--- config.mk ---
export PLATFORM = sky130hd
export DESIGN_NAME = hs_chan_monitor
export DESIGN_NICKNAME = d
export VERILOG_FILES = /design/src/rtl/hs_mon_pkg.sv /design/src/rtl/hs_mon_history.sv /design/src/rtl/hs_mon_stall.sv /design/src/rtl/hs_mon_stats.sv /design/src/rtl/hs_chan_monitor.sv
export SDC_FILE = /design/constraint.sdc
export NUM_CORES = 1
export LEC_CHECK = 0
export ABC_AREA = 1
export BUFFER_PORTS_ARGS = -buffer_cell sky130_fd_sc_hd__buf_2
export CAP_MARGIN = 20
export CORE_UTILIZATION = 49
export CTS_CLUSTER_SIZE = 30
export DETAILED_ROUTE_END_ITERATION = 12
export HOLD_SLACK_MARGIN = 0.02
export PLACE_DENSITY = 0.76
export SLEW_MARGIN = 10
export SYNTH_ARGS = -nofsm -noshare
export SYNTH_HDL_FRONTEND = slang
export SYNTH_SLANG_ARGS = --single-unit
--- constraint.sdc ---
create_clock -name clk -period 1.5 [get_ports clk]
set_input_delay 0.15 -clock clk [delete_from_list [all_inputs] [get_ports clk]]
set_output_delay 0.15 -clock clk [all_outputs]
set_load 0.05 [all_outputs]
--- src/rtl/hs_mon_pkg.sv ---
package hs_mon_pkg;

  typedef enum logic [2:0] {
    ERR_NONE     = 3'd0,
    ERR_STB_DROP = 3'd1,
    ERR_ACK_DROP = 3'd2,
    ERR_DATA     = 3'd3,
    ERR_RST      = 3'd4,
    ERR_STALL    = 3'd5
  } hs_err_e;

  localparam int STALL_KINDS = 2;

endpackage

--- src/rtl/hs_mon_history.sv ---
module hs_mon_history #(
  parameter int DATA_W = 32
) (
  input  logic              clk,
  input  logic              rst,
  input  logic              stb,
  input  logic              ack,
  input  logic [DATA_W-1:0] data,
  output logic              prev_stb,
  output logic              prev_ack,
  output logic [DATA_W-1:0] prev_data,
  output logic              hist_ok,
  output logic              after_rst
);

  // Line history is kept without reset; its validity bit is reset instead.
  always_ff @(posedge clk) begin
    prev_stb  <= stb;
    prev_ack  <= ack;
    prev_data <= data;
  end

  always_ff @(posedge clk) begin
    if (rst) begin
      hist_ok <= 1'b0;
    end else begin
      hist_ok <= 1'b1;
    end
    after_rst <= rst;
  end


  hist_exempt_chk: assert property (@(posedge clk) disable iff (rst)
    after_rst |-> !hist_ok);

endmodule

--- src/rtl/hs_mon_stall.sv ---
module hs_mon_stall #(
  parameter int LIMIT = 64
) (
  input  logic clk,
  input  logic rst,
  input  logic cond,
  output logic fire
);

  localparam int CW = $clog2(LIMIT + 1);
  localparam logic [CW-1:0] LIM_TOP = CW'(LIMIT);
  localparam logic [CW-1:0] LIM_M1  = CW'(LIMIT - 1);

  logic [CW-1:0] run_q;

  always_ff @(posedge clk) begin
    if (rst || !cond) begin
      run_q <= '0;
    end else if (run_q != LIM_TOP) begin
      run_q <= run_q + 1'b1;
    end
  end

  assign fire = cond && (run_q == LIM_M1);


  stall_run_chk: assert property (@(posedge clk) disable iff (rst)
    fire |-> $past(cond));

endmodule

--- src/rtl/hs_mon_stats.sv ---
module hs_mon_stats #(
  parameter int DATA_W = 32,
  parameter int CNT_W  = 32
) (
  input  logic              clk,
  input  logic              rst,
  input  logic              done,
  input  logic [DATA_W-1:0] data,
  output logic [CNT_W-1:0]  count,
  output logic [DATA_W-1:0] word
);

  localparam logic [CNT_W-1:0] CNT_MAX = '1;

  always_ff @(posedge clk) begin
    if (rst) begin
      count <= '0;
      word  <= '0;
    end else if (done) begin
      if (count != CNT_MAX) begin
        count <= count + 1'b1;
      end
      word <= data;
    end
  end


  count_sat_chk: assert property (@(posedge clk) disable iff (rst)
    (count == CNT_MAX) |=> (count == CNT_MAX));


  count_step_chk: assert property (@(posedge clk) disable iff (rst)
    (done && count != CNT_MAX) |=> (count == $past(count) + 1'b1));

endmodule

--- src/rtl/hs_chan_monitor.sv ---
module hs_chan_monitor
  import hs_mon_pkg::*;
#(
  parameter int DATA_W      = 32,
  parameter int CNT_W       = 32,
  parameter int STALL_LIMIT = 64
) (
  input  logic              clk,
  input  logic              rst,
  input  logic              clr_err,
  input  logic [DATA_W-1:0] ch_data,
  input  logic              ch_stb,
  input  logic              ch_ack,
  input  logic              tx_pending,
  output logic [CNT_W-1:0]  xfer_count,
  output logic [DATA_W-1:0] last_word,
  output logic              err_valid,
  output logic [2:0]        err_code,
  output logic              deadlock
);

  logic              prev_stb;
  logic              prev_ack;
  logic [DATA_W-1:0] prev_data;
  logic              hist_ok;
  logic              after_rst;

  hs_mon_history #(.DATA_W(DATA_W)) u_hist (
    .clk       (clk),
    .rst       (rst),
    .stb       (ch_stb),
    .ack       (ch_ack),
    .data      (ch_data),
    .prev_stb  (prev_stb),
    .prev_ack  (prev_ack),
    .prev_data (prev_data),
    .hist_ok   (hist_ok),
    .after_rst (after_rst)
  );

  hs_mon_stats #(.DATA_W(DATA_W), .CNT_W(CNT_W)) u_stats (
    .clk   (clk),
    .rst   (rst),
    .done  (ch_stb && ch_ack),
    .data  (ch_data),
    .count (xfer_count),
    .word  (last_word)
  );

  // Stall watchers: 0 = strobe waiting on acknowledge, 1 = both idle with a word pending.
  logic [STALL_KINDS-1:0] stall_cond;
  logic [STALL_KINDS-1:0] stall_fire;

  assign stall_cond[0] = ch_stb && !ch_ack;
  assign stall_cond[1] = !ch_stb && !ch_ack && tx_pending;

  for (genvar k = 0; k < STALL_KINDS; k++) begin : g_stall
    hs_mon_stall #(.LIMIT(STALL_LIMIT)) u_stall (
      .clk  (clk),
      .rst  (rst),
      .cond (stall_cond[k]),
      .fire (stall_fire[k])
    );
  end

  // Violation detection, lowest code first.
  logic    pend_q;
  hs_err_e det;

  assign pend_q = hist_ok && prev_stb && !prev_ack;

  always_comb begin
    det = ERR_NONE;
    if (pend_q && !ch_stb) begin
      det = ERR_STB_DROP;
    end else if (hist_ok && prev_ack && !prev_stb && !ch_ack) begin
      det = ERR_ACK_DROP;
    end else if (pend_q && ch_stb && (ch_data != prev_data)) begin
      det = ERR_DATA;
    end else if (after_rst && (ch_stb || ch_ack)) begin
      det = ERR_RST;
    end else if (|stall_fire) begin
      det = ERR_STALL;
    end
  end

  hs_err_e err_q;

  always_ff @(posedge clk) begin
    if (rst || clr_err) begin
      err_q    <= ERR_NONE;
      deadlock <= 1'b0;
    end else begin
      if (err_q == ERR_NONE) begin
        err_q <= det;
      end
      if (|stall_fire) begin
        deadlock <= 1'b1;
      end
    end
  end

  assign err_code  = err_q;
  assign err_valid = (err_q != ERR_NONE);


  reset_clear_chk: assert property (@(posedge clk)
    rst |=> (err_code == 3'd0 && !deadlock && xfer_count == '0));


  sticky_err_chk: assert property (@(posedge clk) disable iff (rst)
    (err_code != 3'd0 && !clr_err) |=> (err_code == $past(err_code)));


  stb_drop_chk: assert property (@(posedge clk) disable iff (rst)
    (err_code == 3'd0 && !clr_err && !$past(rst) && $past(ch_stb) && !$past(ch_ack) && !ch_stb)
    |=> (err_code == 3'd1));


  ack_drop_chk: assert property (@(posedge clk) disable iff (rst)
    (err_code == 3'd0 && !clr_err && !$past(rst) && $past(ch_ack) && !$past(ch_stb) && !ch_ack)
    |=> (err_code == 3'd2));


  data_hold_chk: assert property (@(posedge clk) disable iff (rst)
    (err_code == 3'd0 && !clr_err && !$past(rst) && $past(ch_stb) && !$past(ch_ack) && ch_stb
     && ch_data != $past(ch_data))
    |=> (err_code == 3'd3));


  rst_release_chk: assert property (@(posedge clk) disable iff (rst)
    (err_code == 3'd0 && !clr_err && $past(rst) && (ch_stb || ch_ack)) |=> (err_code == 3'd4));

endmodule

# [Yosys cells after proc, flatten, opt, wreduce, memory -nomap -nowiden]
# Index checks and enable logic that the tools add are counted.
[word_totals] regBits=118 input_bits=38 output_inout_bits=69
[op_classes] add_sub_neg=3 eq_ne=6 mux=6 n_reduce_logical=29
[ops] cell="adder 32 x 1 -> 32 bit (second input constant)" n=1
[ops] cell="!= test 32 bit" n=1
[ops] cell="!= test 32 bit (second input constant)" n=1
[ops] cell="logical AND 1 bit" n=15
[ops] cell="two-way mux 3 bit" n=5
[ops] cell="adder 7 x 1 -> 7 bit (second input constant)" n=2
[ops] cell="equality test 7 x 6 -> 1 bit (second input constant)" n=2
[ops] cell="!= test 7 bit (second input constant)" n=2
[ops] cell="logical NOT 1 bit" n=6
[ops] cell="logical OR 1 bit" n=4
[ops] cell="logical NOT 3 bit" n=1
[ops] cell="nonzero test 3 bit" n=1
[ops] cell="AND reduction 2 bit" n=1
[ops] cell="OR reduction 2 bit" n=1
[ops] cell="two-way mux 1 bit" n=1

# [Longest topological paths before layout]
[logic_depth] depth_word=10 depth_mapped=14 depth_no_buf=14

# [Hierarchy]
# Synthesis repeated with hierarchy kept, for this count alone.
[hier_totals] hier_cells=736 area_unflattened_um2=5327.6
[by_module_without_submodules] mod="hs_mon_stats" instances=1 cells_per_inst=452 area_each_um2=3060.4 seq_area_each_um2=1281.2
[by_module_without_submodules] mod="hs_mon_stall" instances=2 cells_per_inst=54 area_each_um2=401.6 seq_area_each_um2=140.1
[by_module_without_submodules] mod="hs_chan_monitor" instances=1 cells_per_inst=139 area_each_um2=739.5 seq_area_each_um2=80.1
[by_module_without_submodules] mod="hs_mon_history" instances=1 cells_per_inst=37 area_each_um2=724.4 seq_area_each_um2=720.7

# [Least setup slack after synthesis]
# Ideal clock, no wire load.
[synth_timing] path_type="flip-flop to flip-flop" startpoint="register u_stats.count[0]" endpoint="register u_stats.count[25]" arrival_ps=1971 path_slack_ps=-602 stages_incl_launch_ff=13 n_path_buf=1 period_less_slack_ps=2102 cell_sequence="dfxtp_1 > ha_1 > nand3_1 > nor2_2 > nand2_1 > nor2_1 > nand2_1 > nand2_2 > buf_6 > nor2_4 > nand2_4 > o21ai_1 > nor3b_2"
[synth_between] elab_chain_len=2 elab_cells_between_ends=3 classes_between="add/sub: 1; eq/ne: 1; reduce/logical: 1"
[synth_rtl] item="start: declaration" line="hs_mon_stats.sv:9" source="output logic [CNT_W-1:0] count,"
[synth_rtl] item="start signal: assignment" line="hs_mon_stats.sv:21" source="count <= count + 1'b1;"
[synth_rtl] item="branches (longest 2 deep; another with adder 32 x 1 -> 32 bit)"
# Several ways; the timed one is not identified.
# A chain may end at the register's enable or synchronous reset.

# [Worst setup path in the final report]
[layout_timing] startpoint="register u_stats.count[1]" endpoint="register u_stats.count[5]"
# Same word-level chain as after synthesis.

==> metrics.yaml <==
status: "finished, violations left"
violations: "setup timing"
min_period_ns: 1.76
setup_ws_ns: -0.259
wl_per_cell_um: 15.5
grt_overflow: 0
grt_pass1_wl_mm: 22.4
grt_pass1_vias: 5033
cp-start-kind: "register"
utilization: 0.819
setup_viol: 34
seq_power_share: 0.405
die_height_um: 102
io_pins: 107
coreArea_mm2: 0.00942
grt_max_degree: 42
dp_hpwl_mm: 8.49
antenna_found_initial: 0
antenna_left: 0
post_dp_cell_area_mm2: 0.00613
fp-row-count: 35
nets: 908
num_vias: 5252
fmax_mhz: 569
diodes: 0
synthTopCellsByArea: "dfxtp_1, nand2_1, nor2_1"
post-route-period-util: 1.17
drv_cap: 0
tightest_slew_ns: 0.506
drc: 0
hold_path.class: "input port to register"
drive_gt1_frac: 0.423
initial_core_util: 0.516
finalClockSkew_ns: 0.0128
cts_max_level: 4
synth_fp_nets: 663
io_buffers: 106
clkTransAtPathRegs_ns: 0.06
synthArstFlopShare: 0
track_usage: 0.278
ir_worst_vdd_uv: 1050
p_leak_nw: 3.58
internal_power_mw: 5.86
clk_latency_ns: 0.52
drt-initial-drc-count: 243
cts_root_buf: "clkbuf_8"
fill_cells: 547
numCtsBuffers: 17
wirelength_mm: 15.6
ys_warn_count: 0
postSynthCellCount: 620
yosysTopAreaCell: "dfxtp_1"
syn-cell-area_mm2: 0.00486
ys_seq_area_frac: 0.486
synthFlopType: "dfxtp_1"
sw_frac_of_total: 0.285
combPwrFrac: 0.112
p_sw_mw: 2.33
die_w_um: 102
cts_tree: "yes"
area_growth_pct: 58.8
die-area_mm2: 0.0103
clkPwrFrac: 0.483
ys_ff_latch: 118
pwr_density_cell_mw_per_mm2: 1060
synth-edff-count: 0
drv_slew: 0
worstPathArrival_ns: 2.19
finalHoldViolCount: 0
critical_path_class: "register to register"
first_pass_iters: 4
synth_common_cells: "dfxtp_1, nand2_1, nor2_1, inv_1, o21ai_0"
cts.path.max_buffers: 2
crit_path_end_kind: "register"
cp.required_ns: 1.93
relSlewSlack: 0.660
p_total_mw: 8.20
place_ws_ns: -0.192
clock-sinks: 118
path_max_fanout: 5
synth.distinct_cells: 37
grt_setup_unrepaired: "yes"
yosysMostFrequentCell: "dfxtp_1"
netlist.area_leader.share: 0.486
stdcell_area_mm2: 0.00771
routed_via_density: 5.22
gp_congestion: 0.814
syn_area_per_cell_um2: 7.83
tns_ns: -6.09
==> path summary, 6_finish.rpt <==
| kind | start | endpoint | slack [ns] | cells after the start |
|---|---|---|---|---|
| worst max-delay path | u_stats.count[1]$_SDFFE_PP0P_ | u_stats.count[5]$_SDFFE_PP0P_ | -0.26 | 12 |
| worst min-delay path | tx_pending | g_stall[1].u_stall.run_q[0]$_SDFFE_PP0P_ | 0.23 | 4 |
| worst max register to register | u_stats.count[1]$_SDFFE_PP0P_ | u_stats.count[5]$_SDFFE_PP0P_ | -0.26 | 12 |
| worst min register to register | deadlock$_SDFFE_PP0P_ | deadlock$_SDFFE_PP0P_ | 0.47 | 2 |
==> final cells by class <==
type,instances,area (um^2),share of cell area
inverters,69,272,0.0352
well taps,129,161,0.0209
clock inverters,15,156,0.0203
multi-input cells,418,2570,0.333
flip-flops and latches,118,2420,0.313
clock buffers,17,414,0.0537
repair buffers,241,1730,0.224
==> cell usage in the layout, fill, tap and decap left out, drive strengths merged <==
cell,netlist,final
a21oi,39,39
clkinvlp,0,1
dfxtp,118,118
clkbuf,11,17
nor3,15,15
or2,2,2
buf,4,205
o21a,3,3
o21ai,52,52
o211a,1,1
bufinv,0,1
inv,69,78
nor4,4,4
clkinv,0,4
o21bai,1,1
nor3b,5,5
nand3b,1,1
xor2,8,8
nand3,17,17
a211oi,1,1
xnor2,28,28
nand4,12,12
dlygate4sd3,0,36
nand2,119,119
nor2,105,105
ha,5,5
==> metrics by stage <==
stage	hold slack [ns]	cells
6_report	0.228	1007
5_1_grt	0.251	1007
4_1_cts	0.185	992
3_5_place_dp	0.283	912
3_3_place_gp	0.279	912
2_1_floorplan	0.178	620
==> flip-flops by register name, summed over array words and instances, names as in the netlist, 3 cells and up <==
signal / cells
u_hist.prev_data: 32
u_stats.count: 32
err_code: 3
u_stats.word: 32
g_stall.u_stall.run_q: 14
==> power groups by stage <==
| stage | clock network, mW | registers, mW | logic, mW |
|---|---|---|---|
| after global placement | 0 | 3.37 | 0.710 |
| after floorplan | 0 | 3.59 | 0.281 |
| final | 3.96 | 3.32 | 0.921 |
| after CTS | 3.91 | 3.31 | 0.838 |
| after detailed placement | 0 | 3.38 | 0.732 |
| after global routing | 4.09 | 3.33 | 0.988 |
==> worst max-delay path, cell delays in order, from the launching register on <==
cell and delay [ns]:
dfxtp_4 0.36, ha_4 0.14, nand3_4 0.09, nor2_4 0.12, nand2_2 0.08, nor2_2 0.12, nand2_2 0.07, nand2_4 0.12
inv_8 0.06, buf_6 0.13, nand4_1 0.12, o21ai_1 0.08, a21oi_1 0.17
==> what timing repair did <==
action                                  4_1_cts  5_1_grt
endpoints found under the hold margin        71        0
hold buffers                                 36        0
pin swaps                                     9       38
buffers inserted                             14       17
endpoints found under the setup margin       34       37
resized for setup                            34       80
cloned                                        0        0
==> per-layer routing <==
layer	vias up	GRT usage	routed length, um
met2	265	0.510	7950
li1	2480	-	-
met3	58	0.0621	1050
met1	2449	0.312	6010
met5	-	0	0
met4	0	0.108	584
==> cell families after synthesis <==
kind of cell	share of synthesized area
compound gates	0.105
xor+xnor	0.0649
fa+ha+maj	0.0129
buf+inv	0.0690
flops	0.486
simple gates	0.262
Power figures use the tool's default switching activity.
